==> src/rtl/ssi_pkg.sv <==
package ssi_pkg;

  typedef enum logic [2:0] {
    ST_IDLE,
    ST_LOW,
    ST_HIGH,
    ST_CONV,
    ST_RECOV
  } ssi_state_e;

  // Serial rate in kHz for each select code.
  function automatic int unsigned rate_khz(input int unsigned idx);
    case (idx)
      0:       return 100;
      1:       return 200;
      2:       return 300;
      3:       return 400;
      4:       return 500;
      5:       return 1000;
      6:       return 1500;
      default: return 2000;
    endcase
  endfunction

  // System cycles in one half period of the serial clock.
  function automatic int unsigned half_cycles(input int unsigned sys_hz,
                                              input int unsigned idx);
    return sys_hz / (2000 * rate_khz(idx));
  endfunction

endpackage

==> src/rtl/ssi_rate_table.sv <==
module ssi_rate_table
  import ssi_pkg::*;
#(
  parameter int unsigned SYS_CLK_HZ = 80_000_000,
  parameter int          SEL_W      = 3,
  parameter int          HALF_W     = 9
) (
  input  logic [SEL_W-1:0]  sel_i,
  output logic [HALF_W-1:0] half_o
);

  localparam int NUM_RATES = 1 << SEL_W;

  logic [HALF_W-1:0] tbl [NUM_RATES];

  for (genvar i = 0; i < NUM_RATES; i++) begin : g_entry
    assign tbl[i] = HALF_W'(half_cycles(SYS_CLK_HZ, i));
  end

  assign half_o = tbl[sel_i];

endmodule

==> src/rtl/ssi_gray_dec.sv <==
module ssi_gray_dec #(
  parameter int DW = 32
) (
  input  logic [DW-1:0] gray_i,
  output logic [DW-1:0] bin_o
);

  assign bin_o[DW-1] = gray_i[DW-1];

  for (genvar i = DW - 2; i >= 0; i--) begin : g_bit
    assign bin_o[i] = bin_o[i+1] ^ gray_i[i];
  end

endmodule

==> src/rtl/ssi_frame_ctrl.sv <==
module ssi_frame_ctrl
  import ssi_pkg::*;
#(
  parameter int DW         = 32,
  parameter int LEN_W      = 6,
  parameter int HALF_W     = 9,
  parameter int CNT_W      = 11,
  parameter int REC_CYCLES = 1600
) (
  input  logic              clk,
  input  logic              rst,
  input  logic              start_i,
  input  logic [LEN_W-1:0]  len_i,
  input  logic [HALF_W-1:0] half_i,
  input  logic              gray_en_i,
  input  logic              sdata_i,
  output logic              sclk_o,
  output logic [DW-1:0]     shreg_o,
  output logic              gray_o,
  output logic              done_o
);

  ssi_state_e        state;
  logic [CNT_W-1:0]  cnt;
  logic [LEN_W-1:0]  bits_q;
  logic [LEN_W-1:0]  len_q;
  logic [HALF_W-1:0] half_q;
  logic [LEN_W-1:0]  len_eff;
  logic              half_end;
  logic              rec_end;

  // Length clamp: 0 becomes 1, anything above DW becomes DW.
  always_comb begin
    if (len_i == '0)
      len_eff = LEN_W'(1);
    else if (len_i > LEN_W'(DW))
      len_eff = LEN_W'(DW);
    else
      len_eff = len_i;
  end

  assign half_end = (cnt == (CNT_W'(half_q) - CNT_W'(1)));
  assign rec_end  = (cnt == CNT_W'(REC_CYCLES - 1));
  assign done_o   = (state == ST_CONV);

  always_ff @(posedge clk) begin
    if (rst) begin
      state   <= ST_IDLE;
      sclk_o  <= 1'b1;
      cnt     <= '0;
      bits_q  <= '0;
      len_q   <= LEN_W'(1);
      half_q  <= HALF_W'(1);
      gray_o  <= 1'b0;
      shreg_o <= '0;
    end else begin
      case (state)
        ST_IDLE: begin
          if (start_i) begin
            state   <= ST_LOW;
            sclk_o  <= 1'b0;
            cnt     <= '0;
            bits_q  <= '0;
            shreg_o <= '0;
            len_q   <= len_eff;
            half_q  <= half_i;
            gray_o  <= gray_en_i;
          end
        end
        ST_LOW: begin
          if (half_end) begin
            sclk_o  <= 1'b1;
            cnt     <= '0;
            shreg_o <= {shreg_o[DW-2:0], sdata_i};
            bits_q  <= bits_q + LEN_W'(1);
            state   <= ST_HIGH;
          end else begin
            cnt <= cnt + CNT_W'(1);
          end
        end
        ST_HIGH: begin
          if (bits_q == len_q) begin
            state <= ST_CONV;
            cnt   <= '0;
          end else if (half_end) begin
            sclk_o <= 1'b0;
            cnt    <= '0;
            state  <= ST_LOW;
          end else begin
            cnt <= cnt + CNT_W'(1);
          end
        end
        ST_CONV: begin
          state <= ST_RECOV;
          cnt   <= '0;
        end
        ST_RECOV: begin
          if (rec_end) begin
            state <= ST_IDLE;
            cnt   <= '0;
          end else begin
            cnt <= cnt + CNT_W'(1);
          end
        end
        default: begin
          state  <= ST_IDLE;
          sclk_o <= 1'b1;
        end
      endcase
    end
  end

  AST_FALL_FROM_IDLE_OR_HIGH: assert property (@(posedge clk) disable iff (rst)
    $fell(sclk_o) |-> ($past(state) == ST_IDLE || $past(state) == ST_HIGH));

  AST_RECOV_CLK_HIGH: assert property (@(posedge clk) disable iff (rst)
    (state == ST_RECOV || state == ST_CONV) |-> sclk_o);

  AST_BITS_WITHIN_LEN: assert property (@(posedge clk) disable iff (rst)
    bits_q <= len_q);

  AST_LEN_IN_RANGE: assert property (@(posedge clk) disable iff (rst)
    (len_q >= LEN_W'(1)) && (len_q <= LEN_W'(DW)));

  AST_PHASE_CNT_BOUND: assert property (@(posedge clk) disable iff (rst)
    (state == ST_LOW || state == ST_HIGH) |-> (cnt < CNT_W'(half_q)));

  AST_CFG_HELD_BUSY: assert property (@(posedge clk) disable iff (rst)
    (state != ST_IDLE) |=> ($stable(len_q) && $stable(half_q) && $stable(gray_o)));

endmodule

==> src/rtl/ssi_pos_rx.sv <==
module ssi_pos_rx
  import ssi_pkg::*;
#(
  parameter int unsigned SYS_CLK_HZ  = 80_000_000,
  parameter int          DW          = 32,
  parameter int          RATE_SEL_W  = 3,
  parameter int          RECOVERY_US = 20,
  parameter int          SYNC_STAGES = 2
) (
  input  logic                      clk,
  input  logic                      rst,
  input  logic                      start_i,
  input  logic [RATE_SEL_W-1:0]     rate_sel_i,
  input  logic [$clog2(DW+1)-1:0]   frame_len_i,
  input  logic                      gray_en_i,
  output logic                      ssi_clk_o,
  input  logic                      ssi_data_i,
  output logic [DW-1:0]             pos_o,
  output logic                      pos_valid_o
);

  localparam int LEN_W      = $clog2(DW + 1);
  localparam int HALF_MAX   = int'(SYS_CLK_HZ / (2 * 100_000));
  localparam int HALF_W     = $clog2(HALF_MAX + 1);
  localparam int REC_CYCLES = int'(SYS_CLK_HZ / 1_000_000) * RECOVERY_US;
  localparam int CNT_MAX    = (REC_CYCLES > HALF_MAX) ? REC_CYCLES : HALF_MAX;
  localparam int CNT_W      = $clog2(CNT_MAX + 1);

  logic [SYNC_STAGES-1:0] sync_q;
  logic                   sdata_s;
  logic [HALF_W-1:0]      half_sel;
  logic [DW-1:0]          shreg;
  logic [DW-1:0]          bin_word;
  logic                   gray_q;
  logic                   done;

  // Input synchronizer for the serial data line.
  always_ff @(posedge clk) begin
    if (rst) sync_q <= '1;
    else     sync_q <= {sync_q[SYNC_STAGES-2:0], ssi_data_i};
  end
  assign sdata_s = sync_q[SYNC_STAGES-1];

  ssi_rate_table #(
    .SYS_CLK_HZ (SYS_CLK_HZ),
    .SEL_W      (RATE_SEL_W),
    .HALF_W     (HALF_W)
  ) u_rate (
    .sel_i  (rate_sel_i),
    .half_o (half_sel)
  );

  ssi_frame_ctrl #(
    .DW         (DW),
    .LEN_W      (LEN_W),
    .HALF_W     (HALF_W),
    .CNT_W      (CNT_W),
    .REC_CYCLES (REC_CYCLES)
  ) u_ctrl (
    .clk       (clk),
    .rst       (rst),
    .start_i   (start_i),
    .len_i     (frame_len_i),
    .half_i    (half_sel),
    .gray_en_i (gray_en_i),
    .sdata_i   (sdata_s),
    .sclk_o    (ssi_clk_o),
    .shreg_o   (shreg),
    .gray_o    (gray_q),
    .done_o    (done)
  );

  ssi_gray_dec #(.DW(DW)) u_gray (
    .gray_i (shreg),
    .bin_o  (bin_word)
  );

  always_ff @(posedge clk) begin
    if (rst) begin
      pos_o       <= '0;
      pos_valid_o <= 1'b0;
    end else begin
      pos_valid_o <= done;
      if (done) pos_o <= gray_q ? bin_word : shreg;
    end
  end

  AST_VALID_ONE_CYCLE: assert property (@(posedge clk) disable iff (rst)
    pos_valid_o |=> !pos_valid_o);

  AST_POS_HELD: assert property (@(posedge clk) disable iff (rst)
    !pos_valid_o |-> $stable(pos_o));

  AST_VALID_CLK_IDLE: assert property (@(posedge clk) disable iff (rst)
    pos_valid_o |-> ssi_clk_o);

  AST_GRAY_ROUNDTRIP: assert property (@(posedge clk) disable iff (rst)
    (pos_valid_o && gray_q) |-> ((pos_o ^ (pos_o >> 1)) == shreg));

  AST_BINARY_PASS: assert property (@(posedge clk) disable iff (rst)
    (pos_valid_o && !gray_q) |-> (pos_o == shreg));

endmodule

==> config.mk <==
export PLATFORM = sky130hd
export DESIGN_NAME = ssi_pos_rx
export DESIGN_NICKNAME = d
export VERILOG_FILES = /design/src/rtl/ssi_pkg.sv /design/src/rtl/ssi_rate_table.sv /design/src/rtl/ssi_gray_dec.sv /design/src/rtl/ssi_frame_ctrl.sv /design/src/rtl/ssi_pos_rx.sv
export SDC_FILE = /design/constraint.sdc
export NUM_CORES = 1
export LEC_CHECK = 0
export ABC_AREA = 0
export BUFFER_PORTS_ARGS = -buffer_cell sky130_fd_sc_hd__buf_2
export CORE_ASPECT_RATIO = 2
export CORE_MARGIN = 2
export CORE_UTILIZATION = 30
export DETAILED_ROUTE_END_ITERATION = 8
export HOLD_SLACK_MARGIN = 0.08
export PLACE_DENSITY = 0.48
export SYNTH_ARGS = -nofsm -noshare
export SYNTH_HDL_FRONTEND = slang
export SYNTH_SLANG_ARGS = --single-unit
==> constraint.sdc <==
create_clock -name clk -period 4.42 [get_ports clk]
set_input_delay 0.884 -clock clk [delete_from_list [all_inputs] [get_ports clk]]
set_output_delay 0.884 -clock clk [all_outputs]
set_load 0.02 [all_outputs]
==> results.md, run 1 <==
* Run status: completed
* Cell area after layout at between 6000 and 7000 um2
* Layout cells sized above 1 at 13.4%
* DR pass1 iterations at 4
* Placed insts at 869
* Period minus WS final at 3.48 ns
* Largest net degree at the start of global routing at 105
* Syn Area/Cell at 8.27 um2
* Post-Synthesis Cells at 650
* Crit path DAT at approximately 3.7 ns
* Post-synth EDFFs at 0
* Final wirelength at 14.1 mm
* Dominant synthesized flop cell: dfxtp_1
* Starting density of the core at between 30% and 40%
* Register Area at about 2100 um2
* Slew HR at 27.1%
* CTS tree: yes
* Root Driver: clkbuf_16
* Pwr dens at 348 nW/um2
* Routed via count at about 4,600
* Post-synthesis sequential area ratio at between 30% and 40%
* Maxcap violations at 0
* Die ar. at 19,100 um2
* Hold path depth at 1
* Initial DRC Count at 114
* Layout area overhead at 12.9%
* Crit-path most repeated cell: xnor3_2
* DR WL/cell at 15.9 um
* Placement Cell Area at 5770 um2
* Net count after synthesis at 671
* Die W at between 90 and 100 um
* # resized after CTS at 0
* Multi-input logic area at 3100 um2
* Fill count at 1,805
* Max Clock Skew at 0.00803 ns
* GRT Util Overall at approximately 15%
* Routability Congestion at 0.757
* Post-synth ARST share at 0%
* Reg2reg path depth at 8
* Seq cells post-synth at 104
* Startpoint Class: flop
* Final Setup Violations at 0
* Syn Std Cell Area at 5380 um2
* Slew @ Worst Pin at roughly 1.1 ns
* Hold_buf cts at 0
* Final Max Tran Viols at 0
* First-pass GRT wire length at around 23 mm
* Ports at between 40 and 50
* Leakage at about 2.2 nW
* Commonest non-fill, non-tap cell in the layout: dfxtp_1
* Antenna-violating nets left at 0
* Layout Nets at 688
* Vias in the first global route at 4,577
* Worst setup EP type: flop
* Pre-CTS setup slack at 0.937 ns
* Final HPWL DP at 9.68 mm
* Number of antenna violations at the first check in global routing at 0
* Crit-path max FO at 7
* Diodes inserted at 0
* Setup tns final at 0 ns
* Total grt overflow at 0
* Crit-path max cell delay at 0.56 ns
* Site Rows at 69
* Worst hold path type: reg -> reg
* Max VDD drop at 0.000207 V
* Critical path depth at 8
* Inserted Clock Buffers at 9
* Cell Count, Final, Fillers Out at 885
* Crit Path Category: reg -> reg
* Vias per inst at about 5.1
* CTS HTree Levels at 3
* CP top delay family: XOR/XNOR gates
* Most frequent cells in the layout: dfxtp_1 (104), nand2_1 (90), nor2_1 (63)
* Warnings, synthesis at 0
* WP data required at 4.62 ns
* IO buf count at 47
* Clk slew on worst S/H paths at about 0.070 ns
* Power, Total at ~0.0021 W
* Die Height at around 190 um
* Fmax at 0.288 GHz
* Worst path cell trace: xor2_2, xnor3_2, xnor3_2, xnor3_1, xnor2_4, xor3_4, a211oi_1, nor4_2
* Clk sink count at around 100
* Postcts setup bufs at 0
* Fin. Hold Viols at 0
* Max clock buf depth at 2
* Final setup margin at 0.943 ns
* Clk_lat worst skew at 0.35 ns
* Post-synth cell types at 53
* Core area at 17,700 um2
* Crit path buf inv count at 0
* Crit share post-route at 78.7%
* Crit-path slowest cell: xor3_4
* Unrepaired setup endpoints after global routing: false
* DRC viols at 0
## power by group
group	internal, W	switching, W	total (W)	leakage (nW)
combinational	0.0000898	0.000204	0.000294	1.23
clock	0.000446	0.000380	0.000826	0.148
sequential	0.000960	0.0000317	0.000992	0.841
## state kept, by name, summed over array words and instances, names as in the netlist
name / cells
pos_o: 32
u_ctrl.cnt: 11
u_ctrl.len_q: 6
u_ctrl.bits_q: 6
pos_valid_o: 1
u_ctrl.gray_o: 1
u_ctrl.shreg_o: 32
u_ctrl.sclk_o: 1
u_ctrl.state: 3
u_ctrl.half_q: 9
sync_q: 2
## path summary, 6_finish.rpt
kind / startpoint / end / slack, ns
setup / recovery: u_ctrl.shreg_o[30] / pos_o[1] / 0.94
hold / removal: sync_q[0] / sync_q[1] / 0.41
setup reg to reg: u_ctrl.shreg_o[30] / pos_o[1] / 0.94
hold reg to reg: sync_q[0] / sync_q[1] / 0.41
## stage by stage
stage | hold slack, ns | util, %
5_1_grt | 0.457 | 34.3
4_1_cts | 0.422 | 34.3
2_1_floorplan | 0.389 | -
3_5_place_dp | 0.406 | 32.6
6_report | 0.415 | 34.3
3_3_place_gp | 0.411 | 32.6
## cells by family after synthesis
group	Yosys count	share of synthesized area [%]
and+or+nand+nor	266	23.0
AOI/OAI and AO/OA	130	15.3
DFF	104	38.7
muxes	5	0.931
xor gates and xnor gates	82	16.4
adders and majority gates	7	1.63
buffers and inverters	56	4.05
## cell type report
type / count / area share [%]
multi-input combinational: 490 / 51.0
clock inverter: 7 / 1.32
tap: 213 / 4.39
timing repair buffer: 54 / 4.78
sequential: 104 / 34.3
clock buffer: 9 / 3.71
inverter: 8 / 0.494
## synth_stat cells, types with 2 or more instances
master    number  area (um2)
nor3_1        12        60.1
nand4_1        3        18.8
and3_1         3        18.8
and4_1         2        17.5
mux2i_1        5        50.1
xnor3_2        2        47.6
dfxtp_1      104        2080
inv_1          8        30.0
xor3_4         2        55.1
or3_1          5        31.3
nand3_1       46         230
a311oi_1       6        52.6
clkbuf_1      40         150
or2_2          6        37.5
o21ai_0        9        45.0
a211oi_1      27         203
nand2b_1       6        37.5
ha_1           7        87.6
o211ai_1       3        22.5
xnor2_1       32         280
buf_1          7        26.3
a31oi_1        6        37.5
or3_2          2        15.0
nor3b_1        2        15.0
o31ai_1        4        30.0
nor4_1         5        31.3
nor2_1        64         240
and2_1         5        31.3
nand3b_1      10        75.1
xor2_1        39         342
a21oi_1       62         310
nand2_1       90         338
nor2b_1        2        12.5
xnor3_1        5         113
## metal layers
layer  track usage [%]  part of all wire (%)  up-vias
li1                  -                     -     2266
met3              2.49                   2.1       20
met1              15.3                    37     2195
met5                 0                     0        -
met2              29.8                    58       75
met4              6.09                   2.9        0
Power figures use the tool's default switching activity.
==> inputs of run 2 (changes only) <==
- ABC_AREA: 0 -> 1
- PLACE_DENSITY: 0.48 -> 0.49
- clock period: 4.42 -> 3.1 ns (I/O delays scaled with it)
==> run 2 against run 1 <==
Against the previous run:
- the run now ends with setup timing left
- setup slack worse by 2.4 ns
- synthesized cell count up 16%
- critical path depth grew 37
- final cell count is 24% higher
- hold slack better by 0.0017 ns
- sequential power is 93% higher
- non-clock buffer count rose by 105
- sequential share of layout area shrank 5.8 points
- combinational power rose to 20 times the previous value
- power increased to 4.2 times the previous value
- clock power grew 32%
- critical path type unchanged
- critical endpoint is now pos_o[8]
- highest routed layer unchanged
==> results.md, run 2 <==
* Diodes inserted at 0 (unchanged)
* Worst hold path type: reg -> reg
* IO buf count at 47 (unchanged)
* CTS tree: yes
* Clk sink count at 104 (unchanged)
* Slew @ Worst Pin at 0.921 ns (-0.173 ns)
* Worst setup EP type: flop
* Inserted Clock Buffers at 9 (unchanged)
* Clk slew on worst S/H paths at 0.07 ns (about the same)
* Syn Area/Cell at 7.18 um2 (-13%)
* Clk_lat worst skew at 0.36 ns (about the same)
* Placement Cell Area at 6260 um2 (+8.5%)
* Crit-path max FO at 4 (-3)
* Routability Congestion at 0.873 (+15%)
* Root Driver: clkbuf_16
* Post-synth top area share at 38.6% (-0.099 points)
* Final HPWL DP at 10.9 mm (+13%)
* Routed via count at 5,580 (+22%)
* Startpoint Class: flop
* Pre-CTS setup slack at -1.28 ns (-2.22 ns)
* Crit share post-route at 147% (+68 points)
* DRC viols at 0 (unchanged)
* Final Setup Violations at 14 (+14)
* Busiest grt layer: met2
* Maxcap violations at 0 (unchanged)
* Post-synthesis sequential area ratio at 38.6% (-0.099 points)
* Net count after synthesis at 772 (+15%)
* Starting density of the core at 30.5% (+0.078 points)
* Vias in the first global route at 5,721 (+25%)
* GRT Util Overall at 17.1% (+1.9 points)
* Slew HR at 38.6% (+12 points)
* Total grt overflow at 0 (unchanged)
* Top-count cell post-synth: nand2_1
* Leakage at 3.13 nW (+41%)
* Die Height at 194 um (+0.13%)
* Commonest non-fill, non-tap cell in the layout: buf_4
* Crit-path slowest cell: dfxtp_4
* Cell area after layout at 7360 um2 (+21%)
* Layout cells sized above 1 at 32.7% (+19 points)
* Layout Nets at 902 (+31%)
* Crit-path max cell delay at 0.37 ns (-0.19 ns)
* Unrepaired setup endpoints after global routing: true
* Crit-path most repeated cell: nand2_2
* Final Max Tran Viols at 0 (unchanged)
* DR pass1 iterations at 5 (+1)
* Die ar. at 19,100 um2 (+0.25%)
* Final setup margin at -1.46 ns (-2.40 ns)
* CTS HTree Levels at 3 (unchanged)
* Number of antenna violations at the first check in global routing at 0 (unchanged)
* Vias per inst at 5.08 (-1.4%)
* WP data required at 3.38 ns (-1.24 ns)
* Core area at 17,700 um2 (unchanged)
* Crit path DAT at 4.84 ns (+1.16 ns)
* Met1 GRT Util at 17.1% (+1.8 points)
* Largest net degree at the start of global routing at 79 (-25%)
* Die W at 98.8 um (+0.12%)
* Site Rows at 69 (unchanged)
* Pwr dens at 1200 nW/um2 (+240%)
* Fill count at 1,795 (-0.55%)
* Fmax at 0.219 GHz (-24%)
* Met2 usage at 33.4% (+3.6 points)
* Final core occ at 41.6% (+7.3 points)
* Max Clock Skew at 0.0140 ns (+0.00597 ns)
* Post-synth EDFFs at 0 (unchanged)
* Antenna-violating nets left at 0 (unchanged)
* Most frequent cells in the layout: buf_4 (105), dfxtp_1 (99), nand2_1 (93), a21oi_1 (93), inv_1 (78)
* Biggest regs: pos_o x32, u_ctrl.shreg_o x32, u_ctrl.cnt x11
* Final wirelength at 16.5 mm (+17%)
* Post-Synthesis Cells at 751 (+16%)
* DR WL/cell at 15.0 um (-5.4%)
* Syn Std Cell Area at 5390 um2 (+0.26%)
* Register Area at 2100 um2 (+0.66%)
* Fin. Hold Viols at 0 (unchanged)
* Crit Path Category: reg -> reg
* Ports at 48 (unchanged)
* Synth area leader: dfxtp_1
* Cell Count, Final, Fillers Out at 1,099 (+24%)
* First-pass GRT wire length at 26.6 mm (+15%)
* Synth area leaders: dfxtp_1 (39%), a21oi_1 (9.0%), nand2_1 (7.9%)
* Dominant synthesized flop cell: dfxtp_1
* Max VDD drop at 0.000759 V (+270%)
* Met3 Use GR at 1.84% (-0.65 points)
* Max clock buf depth at 2 (unchanged)
* Post-synth cell types at 34 (-36%)
* Multi-input logic area at 3290 um2 (+6.1%)
* Post-synth ARST share at 0% (unchanged)
* Run status: complete, but fails checks
* Initial DRC Count at 154 (+35%)
* Layout area overhead at 36.6%
* Period minus WS final at 4.56 ns (+1.08 ns)
* Warnings, synthesis at 0 (unchanged)
* Failing checks: setup timing
* Seq cells post-synth at 104 (unchanged)
* Commonest cells post-synth: nand2_1 (114), dfxtp_1 (104), a21oi_1 (97)
* Placed insts at 1,029 (+18%)
-- run 2: layout make-up --
class                           count  share of cell area (%)
Tap cell                          213                    3.62
Inverter                           87                    4.49
Timing Repair Buffer              159                    15.1
Sequential cell                   104                    28.5
Clock inverter                      7                   0.629
Multi-Input combinational cell    520                    44.7
Clock buffer                        9                    3.06
-- run 2: stage by stage --
step                setup TNS (ns)  total power [W]  hold slack [ns]
floorplan                    -3.81          0.00430            0.389
global placement             -8.45          0.00564            0.403
detailed placement           -9.87          0.00565            0.401
CTS                         -12.69          0.00790            0.421
global route                -20.82          0.00945            0.442
finish                      -15.72          0.00882            0.417
-- run 2: worst paths after layout --
path	start	endpoint	slack, ns	cells after the start
worst max-delay path	u_ctrl.shreg_o[28]	pos_o[8]	-1.46	45
worst min-delay path	sync_q[0]	sync_q[1]	0.42	1
worst max register to register	u_ctrl.shreg_o[28]	pos_o[8]	-1.46	45
worst min register to register	sync_q[0]	sync_q[1]	0.42	1
-- run 2: kinds of logic after synthesis --
family,synth area share [%]
AOI/OAI and AO/OA,22.0
xor gates and xnor gates,2.76
adders and majority gates,1.62
buffers and inverters,8.93
DFF,38.6
and+or+nand+nor,26.1
-- run 2: where the power goes --
| part | internal [W] | total [W] | switching, W |
|---|---|---|---|
| clock | 0.000546 | 0.00109 | 0.000544 |
| sequential | 0.00160 | 0.00191 | 0.000309 |
| combinational | 0.00275 | 0.00582 | 0.00307 |
-- run 2: repair_timing --
item / 4_1_cts / 5_1_grt
pin swaps: 6 / 34
resized for setup: 35 / 61
endpoints found under the setup margin: 12 / 53
hold buffers: 0 / 0
endpoints found under the hold margin: 0 / 0
setup buffers: 45 / 10
-- run 2: routing by layer --
metal	up-vias	part of all wire, %
met4	0	3.5
met2	72	57
met3	37	1.9
met1	2661	38
li1	2810	-
met5	-	0
-- run 2: worst max-delay path: cells and delay by family (launching register included) --
| family | cells | cell delay (ns) |
|---|---|---|
| AND/OR/NAND/NOR | 36 | 2.90 |
| buffers and inverters | 7 | 0.85 |
| flip-flops | 1 | 0.37 |
| AO/OA/AOI/OAI | 2 | 0.34 |
==> inputs of run 3 (changes only) <==
- SKIP_CTS_REPAIR_TIMING: default -> 1
==> run 3 against run 2 <==
Against the previous run:
- the flow still finishes with violations (setup timing)
- sequential share of layout area increased by 1.5 points
- first-iteration DRC count increased by 1.9%
- combinational power decreased by 19%
- core utilization decreased by 2.1 points
- non-clock buffer count decreased by 48
- final cell count decreased by 4.4%
- die area unchanged
- global-route usage decreased by 1.0 points
==> results.md, run 3 (synthesis results as in run 2) <==
* Run status: complete, but fails checks
* Failing checks: setup timing
* Final setup margin at -1.39 ns (+0.0722 ns)
* Crit-path most repeated cell: nand2_4
* Unrepaired setup endpoints after global routing: true
* Maxcap violations at 0 (unchanged)
* Final HPWL DP at 10.9 mm (unchanged)
* Most frequent cells in the layout: dfxtp_1 (99), nand2_1 (93), a21oi_1 (93)
* Biggest regs: pos_o x32, u_ctrl.shreg_o x32, u_ctrl.cnt x11
* Startpoint Class: flop
* Clk sink count at 104 (unchanged)
* Fin. Hold Viols at 0 (unchanged)
* Crit Path Category: reg -> reg
* Clk slew on worst S/H paths at 0.07 ns (about the same)
* Final wirelength at 15.6 mm (-5.4%)
* Vias in the first global route at 5,338 (-6.7%)
* Crit share post-route at 145% (-2.3 points)
* Pre-CTS setup slack at -1.28 ns (unchanged)
* Final Setup Violations at 13 (-1)
* DRC viols at 0 (unchanged)
* Routed via count at 5,354 (-4.1%)
* Largest net degree at the start of global routing at 79 (unchanged)
* Inserted Clock Buffers at 9 (unchanged)
* Period minus WS final at 4.49 ns (-0.0721 ns)
* Crit path DAT at 4.75 ns (-0.09 ns)
* Root Driver: clkbuf_16
* Diodes inserted at 0 (unchanged)
* Crit-path slowest cell: dfxtp_4
* Layout cells sized above 1 at 28.8% (-4.0 points)
* CP top delay family: simple AND/OR/NAND/NOR gates
* Setup tns final at -11.17 ns (+4.55 ns)
* IO buf count at 47 (unchanged)
* Pwr dens at 1100 nW/um2 (-8.0%)
* GRT Util Overall at 16.0% (-1.0 points)
* CTS tree: yes
* Crit-path max cell delay at 0.37 ns (about the same)
* Vias per inst at 5.09 (+0.33%)
* CTS HTree Levels at 3 (unchanged)
* Layout Nets at 854 (-5.3%)
* Crit path buf inv count at 2 (-5)
* Power, Total at 0.00770 W (-13%)
* Clk_lat worst skew at 0.36 ns (about the same)
* Leakage at 2.91 nW (-7.2%)
* WP data required at 3.36 ns (-0.02 ns)
* Max VDD drop at 0.000623 V (-18%)
* Initial DRC Count at 157 (+1.9%)
* Slew HR at 39.0% (+0.41 points)
* Final Max Tran Viols at 0 (unchanged)
* Max clock buf depth at 2 (unchanged)
* Die ar. at 19,100 um2 (unchanged)
* Worst hold path type: reg -> reg
* Die W at 98.8 um (unchanged)
* Crit-path max FO at 4 (unchanged)
* Die Height at 194 um (unchanged)
* Antenna-violating nets left at 0 (unchanged)
* Max Clock Skew at 0.0133 ns (-0.000719 ns)
* Ports at 48 (unchanged)
* Core area at 17,700 um2 (unchanged)
* Final core occ at 39.5% (-2.1 points)
* Starting density of the core at 30.5% (unchanged)
* First-pass GRT wire length at 25.0 mm (-6.3%)
* Total grt overflow at 0 (unchanged)
* Layout area overhead at 29.6%
* Slew @ Worst Pin at 0.915 ns (-0.00615 ns)
* Worst setup EP type: flop
* Commonest non-fill, non-tap cell in the layout: dfxtp_1
* Fmax at 0.223 GHz (+1.6%)
* Number of antenna violations at the first check in global routing at 0 (unchanged)
* DR pass1 iterations at 4 (-1)
* DR WL/cell at 14.9 um (-1.1%)
* Routability Congestion at 0.873 (unchanged)
* Site Rows at 69 (unchanged)
==> run 3: power breakdown <==
part,total [W],internal [W],switching (W)
combinational,0.00471,0.00195,0.00276
clock,0.00109,0.000546,0.000543
sequential,0.00190,0.00160,0.000300
total,0.00770,0.00409,0.00360
==> run 3: layout make-up <==
| type | count | area [um2] |
|---|---|---|
| Inverter | 87 | 328 |
| Tap cell | 213 | 267 |
| Clock inverter | 7 | 46.3 |
| Timing Repair Buffer | 111 | 739 |
| Clock buffer | 9 | 225 |
| Multi-Input combinational cell | 520 | 3290 |
| Fill cell | 1861 | 10700 |
| Sequential cell | 104 | 2100 |
==> run 3: path summary, 6_finish.rpt <==
kind | start | endpoint | slack, ns | depth (start not counted)
worst max-delay path | u_ctrl.shreg_o[29] | pos_o[0] | -1.39 | 50
worst min-delay path | sync_q[0] | sync_q[1] | 0.42 | 1
worst max register to register | u_ctrl.shreg_o[29] | pos_o[0] | -1.39 | 50
worst min register to register | sync_q[0] | sync_q[1] | 0.42 | 1
==> run 3: worst register-to-register path, delay by kind of cell (launching register included) <==
kind	cells	cell delay, ns
DFF	1	0.37
buffers and inverters	2	0.07
and+or+nand+nor	48	3.93
==> run 3: layer usage <==
layer	track usage, %	up-vias	share of wire, %
met3	1.66	27	1.6
met2	31.6	66	57
met1	16.2	2546	38
met5	0	-	0
li1	-	2715	-
met4	7.61	0	2.9
==> run 3: stage by stage <==
step	hold slack (ns)	instance area, um2	instances
after floorplan	0.389	5450	751
after global placement	0.403	6260	1029
after detailed placement	0.401	6260	1029
after CTS	0.421	6530	1045
after global routing	0.442	6990	1051
final	0.417	6990	1051
